--- src/rtl/baudgen_pkg.sv ---
package baudgen_pkg;
  // Strobes from control to datapath
  typedef struct packed {
    logic load;  // capture divisor, restart count
    logic run;   // generator active
  } ctlStrobes_t;
endpackage

--- src/rtl/baudgen_dp.sv ---
module baudgen_dp
  import baudgen_pkg::*;
#(
  parameter int DIV_W   = 15,
  parameter int MIN_DIV = 3
) (
  input  logic             clk,
  input  logic             rstN,
  input  ctlStrobes_t      strobes,
  input  logic             stretch,
  input  logic [DIV_W-1:0] prescale,
  output logic             periodDone
);
  localparam int CNT_W = DIV_W + 1;
  localparam logic [DIV_W-1:0] MIN_V = DIV_W'(MIN_DIV);

  logic [DIV_W-1:0] divReg;
  logic [DIV_W-1:0] clampedDiv;
  logic [CNT_W-1:0] cnt;
  logic [CNT_W-1:0] limit;

  // small divisors are raised to the minimum
  assign clampedDiv = (prescale < MIN_V) ? MIN_V : prescale;
  assign limit      = {1'b0, divReg} + CNT_W'(stretch);
  assign periodDone = strobes.run && (cnt == limit);

  always_ff @(posedge clk or negedge rstN) begin
    if (!rstN) begin
      divReg <= MIN_V;
      cnt    <= '0;
    end else if (strobes.load) begin
      divReg <= clampedDiv;
      cnt    <= CNT_W'(1);
    end else if (strobes.run) begin
      cnt <= periodDone ? CNT_W'(1) : cnt + CNT_W'(1);
    end
  end
endmodule

--- src/rtl/baudgen_ctrl.sv ---
module baudgen_ctrl
  import baudgen_pkg::*;
#(
  parameter int MOD_W = 8
) (
  input  logic             clk,
  input  logic             rstN,
  input  logic             frameStart,
  input  logic [MOD_W-1:0] modWord,
  input  logic             periodDone,
  output ctlStrobes_t      strobes,
  output logic             stretch,
  output logic             bitTick
);
  localparam int IDX_W = (MOD_W > 1) ? $clog2(MOD_W) : 1;
  localparam logic [IDX_W-1:0] LAST_IDX = IDX_W'(MOD_W - 1);

  logic             running;
  logic [MOD_W-1:0] modReg;
  logic [IDX_W-1:0] modIdx;

  always_ff @(posedge clk or negedge rstN) begin
    if (!rstN) begin
      running <= 1'b0;
      modReg  <= '0;
      modIdx  <= '0;
    end else if (frameStart) begin
      running <= 1'b1;
      modReg  <= modWord;
      modIdx  <= '0;
    end else if (running && periodDone) begin
      modIdx <= (modIdx == LAST_IDX) ? '0 : modIdx + IDX_W'(1);
    end
  end

  assign strobes.load = frameStart;
  assign strobes.run  = running;
  assign stretch      = modReg[modIdx];
  assign bitTick      = running && periodDone;
endmodule

--- src/rtl/baud_mod_gen.sv ---
module baud_mod_gen
  import baudgen_pkg::*;
#(
  parameter int DIV_W = 15,
  parameter int MOD_W = 8
) (
  input  logic             clk,
  input  logic             rstN,
  input  logic [DIV_W-1:0] prescale,
  input  logic [MOD_W-1:0] modWord,
  input  logic             frameStart,
  output logic             bitTick
);
  ctlStrobes_t strobes;
  logic        stretch;
  logic        periodDone;

  baudgen_ctrl #(.MOD_W(MOD_W)) u_ctrl (
    .clk(clk), .rstN(rstN), .frameStart(frameStart), .modWord(modWord),
    .periodDone(periodDone), .strobes(strobes), .stretch(stretch),
    .bitTick(bitTick)
  );

  baudgen_dp #(.DIV_W(DIV_W), .MIN_DIV(3)) u_dp (
    .clk(clk), .rstN(rstN), .strobes(strobes), .stretch(stretch),
    .prescale(prescale), .periodDone(periodDone)
  );
endmodule

--- config.mk ---
export PLATFORM = sky130hd
export DESIGN_NAME = baud_mod_gen
export DESIGN_NICKNAME = d
export VERILOG_FILES = /design/src/rtl/baudgen_pkg.sv /design/src/rtl/baudgen_dp.sv /design/src/rtl/baudgen_ctrl.sv /design/src/rtl/baud_mod_gen.sv
export SDC_FILE = /design/constraint.sdc
export NUM_CORES = 1
export LEC_CHECK = 0
export BUFFER_PORTS_ARGS = -buffer_cell sky130_fd_sc_hd__buf_2
export CORE_MARGIN = 3
export CORE_UTILIZATION = 50
export CTS_BUF_LIST = sky130_fd_sc_hd__clkbuf_4 sky130_fd_sc_hd__clkbuf_8
export DETAILED_ROUTE_END_ITERATION = 10
export GPL_TIMING_DRIVEN = 0
export PLACE_DENSITY = 0.69
export SLEW_MARGIN = 10
export SYNTH_ARGS = -nofsm -noshare
export SYNTH_HDL_FRONTEND = slang
export SYNTH_SLANG_ARGS = --single-unit
export TNS_END_PERCENT = 30
--- constraint.sdc ---
create_clock -name clk -period 4 [get_ports clk]
set_clock_uncertainty 0.2 [all_clocks]
set_input_delay 0 -clock clk [delete_from_list [all_inputs] [get_ports clk]]
set_output_delay 0 -clock clk [all_outputs]
set_load 0.02 [all_outputs]
# Yosys cells after proc, flatten, opt, wreduce, memory -nomap -nowiden
# Index checks and enable logic that the tools add are counted.
dict set report word_totals {
  output_inout_bits 1
  elab_cells 25
  input_bits 26
  regBits 43
}
dict set report classes {
  magnitude_cmp 2
  n_reduce_logical 4
  n_eq_ne 2
  add_sub_neg 3
  n_mux 9
}
# operator n
set op_table {}
lappend op_table {{$mux 16} 3}
lappend op_table {{$add 15x1->16} 1}
lappend op_table {{$add 16x1->16 const B} 1}
lappend op_table {{$eq 16x16->1} 1}
lappend op_table {{$lt 15x2->1 const B} 1}
lappend op_table {{$mux 15} 1}
lappend op_table {{$mux 3} 3}
lappend op_table {{$lt 3x4->1 const B} 1}
lappend op_table {{$reduce_bool 2->1} 2}
lappend op_table {{$add 3x1->3 const B} 1}
lappend op_table {{$bmux 1 s3} 1}
lappend op_table {{$eq 3x3->1 const B} 1}
lappend op_table {{$logic_and 1x1->1} 2}
lappend op_table {{$mux 1} 1}

# Longest topological paths before layout
# Gate-level depths: netlist of the first run.
dict set report logic_depth {
  ltp_word 8
  ltp_mapped 13
  depth_no_buf 11
}

# By module
# Synthesis of the first run repeated with hierarchy kept, for this count alone.
dict set report hier_totals {
  hier_cells 239
  area_unflattened_um2 2568.7
}
# mod area_per_inst_um2 cells_each seq_area_each_um2 instances
set modules_own_cells {}
lappend modules_own_cells {baudgen_dp 1990.7 200 778.2 1}
lappend modules_own_cells {baudgen_ctrl 578.1 39 300.3 1}

# Least setup slack after synthesis of the first run
# OpenSTA, ideal clock, no wires.
dict set report synth_timing {
  path_kind {reg2reg}
  start {register u_ctrl.modIdx[0]}
  end {register u_dp.cnt[10]}
  path_stages_with_launch 12
  t_required_ns 3.632
  t_arrival_ns 3.211
  path_buffers 1
  setup_time_ns 0.168
  setup_slack_ns 0.422
  synth_period_minus_slack_ns 3.578
  cell_sequence {dfrtp_1 > mux4_2 > mux2_2 > ha_1 > ha_1 > buf_2 > nand2_1 > nor4_2 > nor4_1 > nor2_1 > nor4b_2 > nor3_1}
}
dict set report synth_via {
  elab_chain_cells 8
}
# item line
set synth_rtl {}
lappend synth_rtl {{start: declaration} baudgen_ctrl.sv:20} ;# logic [IDX_W-1:0] modIdx;
lappend synth_rtl {{start signal: assignment} baudgen_ctrl.sv:32} ;# modIdx <= (modIdx == LAST_IDX) ? '0 : modIdx + IDX_W'(1);
lappend synth_rtl {{$bmux 1 s3} baudgen_ctrl.sv:38} ;# assign stretch = modReg[modIdx];
lappend synth_rtl {{$mux 1 (implied by the code)} baudgen_ctrl.sv:38}
lappend synth_rtl {{$add 15x1->16} baudgen_dp.sv:24} ;# assign limit = {1'b0, divReg} + CNT_W'(stretch);
lappend synth_rtl {{$eq 16x16->1} baudgen_dp.sv:25} ;# assign periodDone = strobes.run && (cnt == limit);
lappend synth_rtl {{$logic_and 1x1->1} baudgen_dp.sv:25}
lappend synth_rtl {{$mux 16} baudgen_dp.sv:35} ;# cnt <= periodDone ? CNT_W'(1) : cnt + CNT_W'(1);
lappend synth_rtl {{$mux 16} baudgen_dp.sv:34} ;# end else if (strobes.run) begin
lappend synth_rtl {{$mux 16} baudgen_dp.sv:31} ;# end else if (strobes.load) begin
lappend synth_rtl {{end signal: assignment} baudgen_dp.sv:35}
lappend synth_rtl {{end: declaration} baudgen_dp.sv:19} ;# logic [CNT_W-1:0] cnt;
# Every way passes these cells. The select of a mux whose other input is x is not followed.
# A chain may end at the register's enable or synchronous reset.

# Worst setup path in the final report of the first run
dict set report layout_timing {
  start {register u_ctrl.modIdx[0]}
  end {register u_dp.cnt[0]}
}
# Same word-level chain as after synthesis.

==> results.toml, run 1 <==
[final_layout]
nets = 351
syn_to_final_growth_pct = 23.2
nFillCells = 402
drive_gt1_share_pct = 24.9
diodes = 0
fin_cells = 388
design_area_mm2 = 0.00323

[floorplan]
die_area_mm2 = 0.00615
num_io_pins = 27
std_cell_rows = 25
placeableCoreArea_mm2 = 0.00491
die_h_um = 78.4
die_x_um = 78.4
floorplan.initialDensity_pct = 53.4

[detailed_routing]
avgRoutedWirePerCell_um = 15.6
dr.pass1.iters = 4
vias = 2165
drt_wl_total_mm = 6.05
drc = 0
drt_iter0_markers = 170
vias_per_cell = 5.58
ant_nets = 0

[critical_path]
critPathMaxFanout = 10
r2r-start = "u_ctrl.modIdx[0]"
critPathLaunchType = "register"
cp.arrival_ns = 3.85
cp_cell_sequence = "mux4_2, mux2_2, ha_1, ha_1, buf_2, nand2_1, o221a_2, a311oi_1, a22o_1, or4_1, buf_4, and3_4, o21bai_2"
crit_path_end_kind = "register"
path_class = "register to register"
cp_common_cell = "ha_1"
crit_path_max_incr_delay_ns = 0.54
r2r_cells = 13
crit_slowest_cell = "or4_1"
startpoint = "u_ctrl.modIdx[0]"
cp_data_required_time_ns = 4.04

[sta]
worst_pin_slew_ns = 0.962
finalSetupViolCount = 0
hold_viol_final = 0
relSlewSlack_pct = 35.9
timing.final.crit_period_ns = 3.81
fmax_ghz = 0.263
tns_ns = 0
period_share_pct = 95.2
rsz0062_at_grt = "false"
layout_setup_ws_ns = 0.191
slew_violations = 0

[clocking]
clkLatencyLatePin_ns = 0.31
cts_tree = "yes"
htree_levels = 2
cts_sinks = 43
clk_path_buf_depth = 2
cts-buffers-inserted = 5
cts_root_buffer = "clkbuf_8"
clk_pin_slew_ns = 0.09

[pwr]
p_total_uw = 973
powerDensity_mw_per_mm2 = 301
p_leak_nw = 1.33
comb_power_share_pct = 19.1
vdd_ir_drop_max_uv = 284
power.switching_uw = 287
p_int_uw = 685
clock_power_share_pct = 30.5
seqPwrFrac_pct = 50.5
switching_share_pct = 29.5

[synth]
synth_top_area_share_pct = 39.1
synthDistinctLibCells = 49
synth_area_leaders = "dfrtp_1 (39%), mux2_2 (9.9%), xnor2_1 (4.3%)"
yosysSeqAreaShare_pct = 41.1
synth_common_cells = "dfrtp_1 (41), mux2_2 (23), nor2_1 (23)"
synth-seq-cells = 43
syn_inst = 257
synthesis.area_mm2 = 0.00262
synth.most_common_cell = "dfrtp_1"
synthArstFlopShare_pct = 100
synth_fp_nets = 288
ys_warn_count = 0
synthFlopType = "dfrtp_1"
synth_edf_count = 0
syn_area_per_cell_um2 = 10.2
yosys.area.top_type = "dfrtp_1"

[place]
dp.final_hpwl_mm = 4.19
dpl.cell_count = 350
preCtsSetupSlack_ns = 0.162
port_buffers = 26
gp_congestion = 0.858
placedInstanceArea_mm2 = 0.00284

[global_routing]
antenna_found_initial = 0
grt_pass1_vias = 2257
grt_pass1_wl_mm = 10.6
grt_max_degree = 44
grt_usage_pct = 22.0
gr-total-overflow = 0

[flow_run]
maxCapViolCount = 0

[outcome]
outcome = "completed"

[hold_path]
hold_class = "input port to async pin"
[worst max-delay path: cells and delay by family (launching register included)]
| family | cells | cell delay, ns |
|---|---|---|
| AND/OR/NAND/NOR | 3 | 0.86 |
| multiplexers | 2 | 0.78 |
| AO/OA/AOI/OAI | 4 | 0.66 |
| flip-flops | 1 | 0.44 |
| adder cells (fa/ha/maj) | 2 | 0.43 |
| buffers and inverters | 2 | 0.37 |
[state kept, by name, summed over array words and instances, names as in the netlist]
register / flops
u_ctrl.modIdx: 3
u_ctrl.modReg: 8
u_ctrl.running: 1
u_dp.cnt: 16
u_dp.divReg: 15
[path summary, 6_finish.rpt]
kind | end | slack, ns
worst max-delay path | u_dp.cnt[0] | 0.19
worst min-delay path | u_dp.cnt[6] | 0.17
worst max register to register | u_dp.cnt[0] | 0.19
worst min register to register | u_ctrl.modReg[4] | 0.32
max in group asynchronous | u_ctrl.modIdx[0] | 2.77
min in group clk | u_ctrl.modReg[5] | 0.25
[per-layer routing]
layer  wire length, um  part of all wire [%]  GRT usage (%)  up-vias
li1                  -                     -              -     1077
met1              2810                    46           28.8     1028
met2              2850                    47           35.6       45
met3               244                   4.0           4.59       15
met4               151                   2.5           9.09        0
met5                 0                     0              0        -
[cells by family (layout without fill, tap and decap cells)]
family	count (synthesis)	count (layout)	share of synthesized area, %
AO/OA/AOI/OAI	35	35	9.49
XOR/XNOR	24	24	8.01
adder cells (fa/ha/maj)	5	5	2.38
buffers and inverters	16	80	2.58
flip-flops	43	43	41.1
multiplexers	29	29	13.1
AND/OR/NAND/NOR	105	105	23.3
[layout by cell type, fill, tap and decap left out, types with 11 or more instances in the layout]
master	instances
dfrtp_1	40
buf_2	29
dlygate4sd3_1	27
mux2_2	23
nor2_1	23
xnor2_1	13
nor3_1	13
xor2_1	11
nand2_1	11
nand3_1	11
[power by group through the flow]
stage               Combinational (mW)  Sequential, mW  Clock [mW]
floorplan                        0.118           0.490           0
global placement                 0.158           0.498           0
detailed placement               0.162           0.499           0
CTS                              0.185           0.490       0.303
global route                     0.207           0.495       0.321
finish                           0.186           0.491       0.296
[through the flow]
step	hold WS, ns	util (%)
global placement	0.00937	57.8
global route	0.259	65.8
finish	0.172	65.8
CTS	0.215	65.4
detailed placement	0.0132	57.8
floorplan	-0.496	-
[what timing repair did]
| action | 4_1_cts | 5_1_grt |
|---|---|---|
| endpoints found under the setup margin | 1 | 11 |
| setup buffers | 0 | 3 |
| resized for setup | 1 | 1 |
| endpoints found under the hold margin | 65 | 0 |
| hold buffers | 27 | 0 |
[final cells by class]
class | count | area, um2 | share of cell area (%)
Buffer | 14 | 60.1 | 1.86
Sequential cell | 43 | 1080 | 33.4
Multi-Input combinational cell | 198 | 1490 | 46.0
Timing Repair Buffer | 56 | 423 | 13.1
Clock buffer | 5 | 68.8 | 2.13
Inverter | 2 | 7.51 | 0.232
Tap cell | 67 | 83.8 | 2.59
Clock inverter | 3 | 23.8 | 0.735
Note: power is estimated with default switching activity, not from simulation.
==> inputs of run 2 (changes only) <==
==> constraint.sdc (replaced) <==
create_clock -name clk -period 4 [get_ports clk]
set_clock_uncertainty 0.2 [all_clocks]
set_input_delay 0.2 -clock clk [delete_from_list [all_inputs] [get_ports clk]]
set_output_delay 0.2 -clock clk [all_outputs]
set_load 0.02 [all_outputs]
==> run 2 against run 1 <==
Net effect: first-iteration DRC count fell by 1.2%; via count decreased by 1.4%; worst setup slack worse by 0.0018 ns; largest power group unchanged; utilization fell by 0.71 points; hold slack better by 0.15 ns.
==> results.toml, run 2 (same netlist as run 1, synthesis figures left out) <==
[outcome]
outcome = "completed"

[pwr]
comb_power_share_pct = 18.8
clock_power_share_pct = 30.6
p_int_uw = 683
switching_share_pct = 29.6
power.switching_uw = 287
p_leak_nw = 1.31
vdd_ir_drop_max_uv = 286
seqPwrFrac_pct = 50.6
powerDensity_mw_per_mm2 = 303

[final_layout]
register_area_mm2 = 0.00108
nFillCells = 410
max_flop_register = "u_dp.cnt"
nets = 347
mostFrequentLayoutCells = "dfrtp_1 (40), buf_2 (29), dlygate4sd3_1 (25)"
diodes = 0
drive_gt1_share_pct = 24.6
reg_top3 = "u_dp.cnt x16, u_dp.divReg x15, u_ctrl.modReg x8"
fin_cells = 384
largest_reg_flops = 16
multi_input_area_mm2 = 0.00149
syn_to_final_growth_pct = 21.9
fin_util_pct = 65.1
layout_commonest_cell = "dfrtp_1"

[critical_path]
path_class = "register to output port"
rrSetupSlack_ns = 0.19
r2r_end = "u_dp.cnt[0]"
crit_path_end_kind = "output port"
critPathLaunchType = "register"
cp.arrival_ns = 3.41
critPathMaxFanout = 9
r2r-start = "u_ctrl.modIdx[0]"
cp_data_required_time_ns = 3.60
r2r_cells = 13

[floorplan]
std_cell_rows = 25
floorplan.initialDensity_pct = 53.4
die_x_um = 78.4
die_h_um = 78.4
placeableCoreArea_mm2 = 0.00491
num_io_pins = 27
die_area_mm2 = 0.00615

[sta]
rsz0062_at_grt = "false"
worst_pin_slew_ns = 0.970
hold_viol_final = 0
fmax_ghz = 0.262
slew_violations = 0
timing.final.crit_period_ns = 3.81
finalSetupViolCount = 0
relSlewSlack_pct = 35.3
tns_ns = 0
timing.hold.ws_ns = 0.317
period_share_pct = 95.3

[clocking]
clkLatencyLatePin_ns = 0.31
clk_path_buf_depth = 2
cts_sinks = 43
htree_levels = 2
cts-buffers-inserted = 5
clk_pin_slew_ns = 0.09
cts_tree = "yes"
cts_root_buffer = "clkbuf_8"

[place]
dp.final_hpwl_mm = 4.19
dpl.cell_count = 350
port_buffers = 26
gp_congestion = 0.858

[global_routing]
grt_pass1_wl_mm = 10.5
antenna_found_initial = 0
grt_usage_pct = 22.0
grt_pass1_vias = 2225
gr-total-overflow = 0
grt_max_degree = 44

[hold_path]
hold_depth = 1
hp-start = "u_ctrl.modReg[4]"
hold_class = "register to register"
hold_end = "u_ctrl.modReg[4]"

[detailed_routing]
vias = 2134
ant_nets = 0
vias_per_cell = 5.56
drt_iter0_markers = 168
dr.pass1.iters = 4
drt_wl_total_mm = 6.03
avgRoutedWirePerCell_um = 15.7
drc = 0

[flow_run]
maxCapViolCount = 0
==> run 2: cell types whose count changed in the layout (fill, tap and decap cells not counted) <==
cell | previous run | this run
dlygate4sd3_1 | 27 | 25
buf_4 | 4 | 2
==> run 2: area by class of cell <==
class	count	area share, %
sequential	43	33.8
clock buffer	5	2.15
timing repair buffer	52	12.1
clock inverter	3	0.743
tap	67	2.62
buffer	14	1.88
inverter	2	0.235
multi-input combinational	198	46.5
==> run 2: power by group through the flow <==
| stage | registers, mW | logic (mW) | clock network (mW) |
|---|---|---|---|
| floorplan | 0.490 | 0.118 | 0 |
| CTS | 0.490 | 0.182 | 0.303 |
| finish | 0.491 | 0.183 | 0.297 |
| global route | 0.494 | 0.204 | 0.320 |
| detailed placement | 0.499 | 0.162 | 0 |
| global placement | 0.498 | 0.158 | 0 |
==> run 2: worst max-delay path by stage <==
stage                           from      endpoint  slack (ns)  cells past startpoint
detailed placement  u_ctrl.modIdx[0]       bitTick       -0.04                     11
floorplan           u_ctrl.modIdx[0]  u_dp.cnt[10]        0.42                     11
CTS                 u_ctrl.modIdx[0]   u_dp.cnt[0]        0.11                     13
global route        u_ctrl.modIdx[0]       bitTick      0.0001                     12
global placement    u_ctrl.modIdx[0]       bitTick      -0.003                     11
finish              u_ctrl.modIdx[0]       bitTick        0.19                     11
==> run 2: metal layers <==
metal,global-route usage (%),vias to the layer above,share of wire [%]
li1,-,1060,-
met1,29.2,1008,47
met2,35.2,51,47
met3,4.59,15,3.8
met4,9.09,0,2.5
met5,0,-,0
==> run 2: metrics by stage <==
| stage | area, um2 | power, mW | worst slack (ns) |
|---|---|---|---|
| 6_report | 3200 | 0.970 | 0.189 |
| 3_3_place_gp | 2840 | 0.655 | -0.00306 |
| 3_5_place_dp | 2840 | 0.661 | -0.0376 |
| 5_1_grt | 3200 | 1.02 | 0.000115 |
| 2_1_floorplan | 2620 | 0.608 | 0.422 |
| 4_1_cts | 3200 | 0.976 | 0.115 |
==> run 2: worst max-delay path, stage by stage (launching register included) <==
cell and delay, ns:
dfrtp_2 0.44, mux4_2 0.51, mux2_2 0.27, ha_1 0.24, ha_1 0.19, buf_2 0.17
nand2_1 0.13, o221a_2 0.20, a311oi_1 0.05, a22o_1 0.29, nor4b_4 0.38, buf_2 0.23
==> run 2: timing repair <==
action                                  4_1_cts  5_1_grt
resized for setup                             1        1
hold endpoints to repair                     65        0
buffers inserted                              1        0
pin swaps                                     1        0
gates cloned                                  0        0
hold buffers                                 25        0
endpoints found under the setup margin        1       11
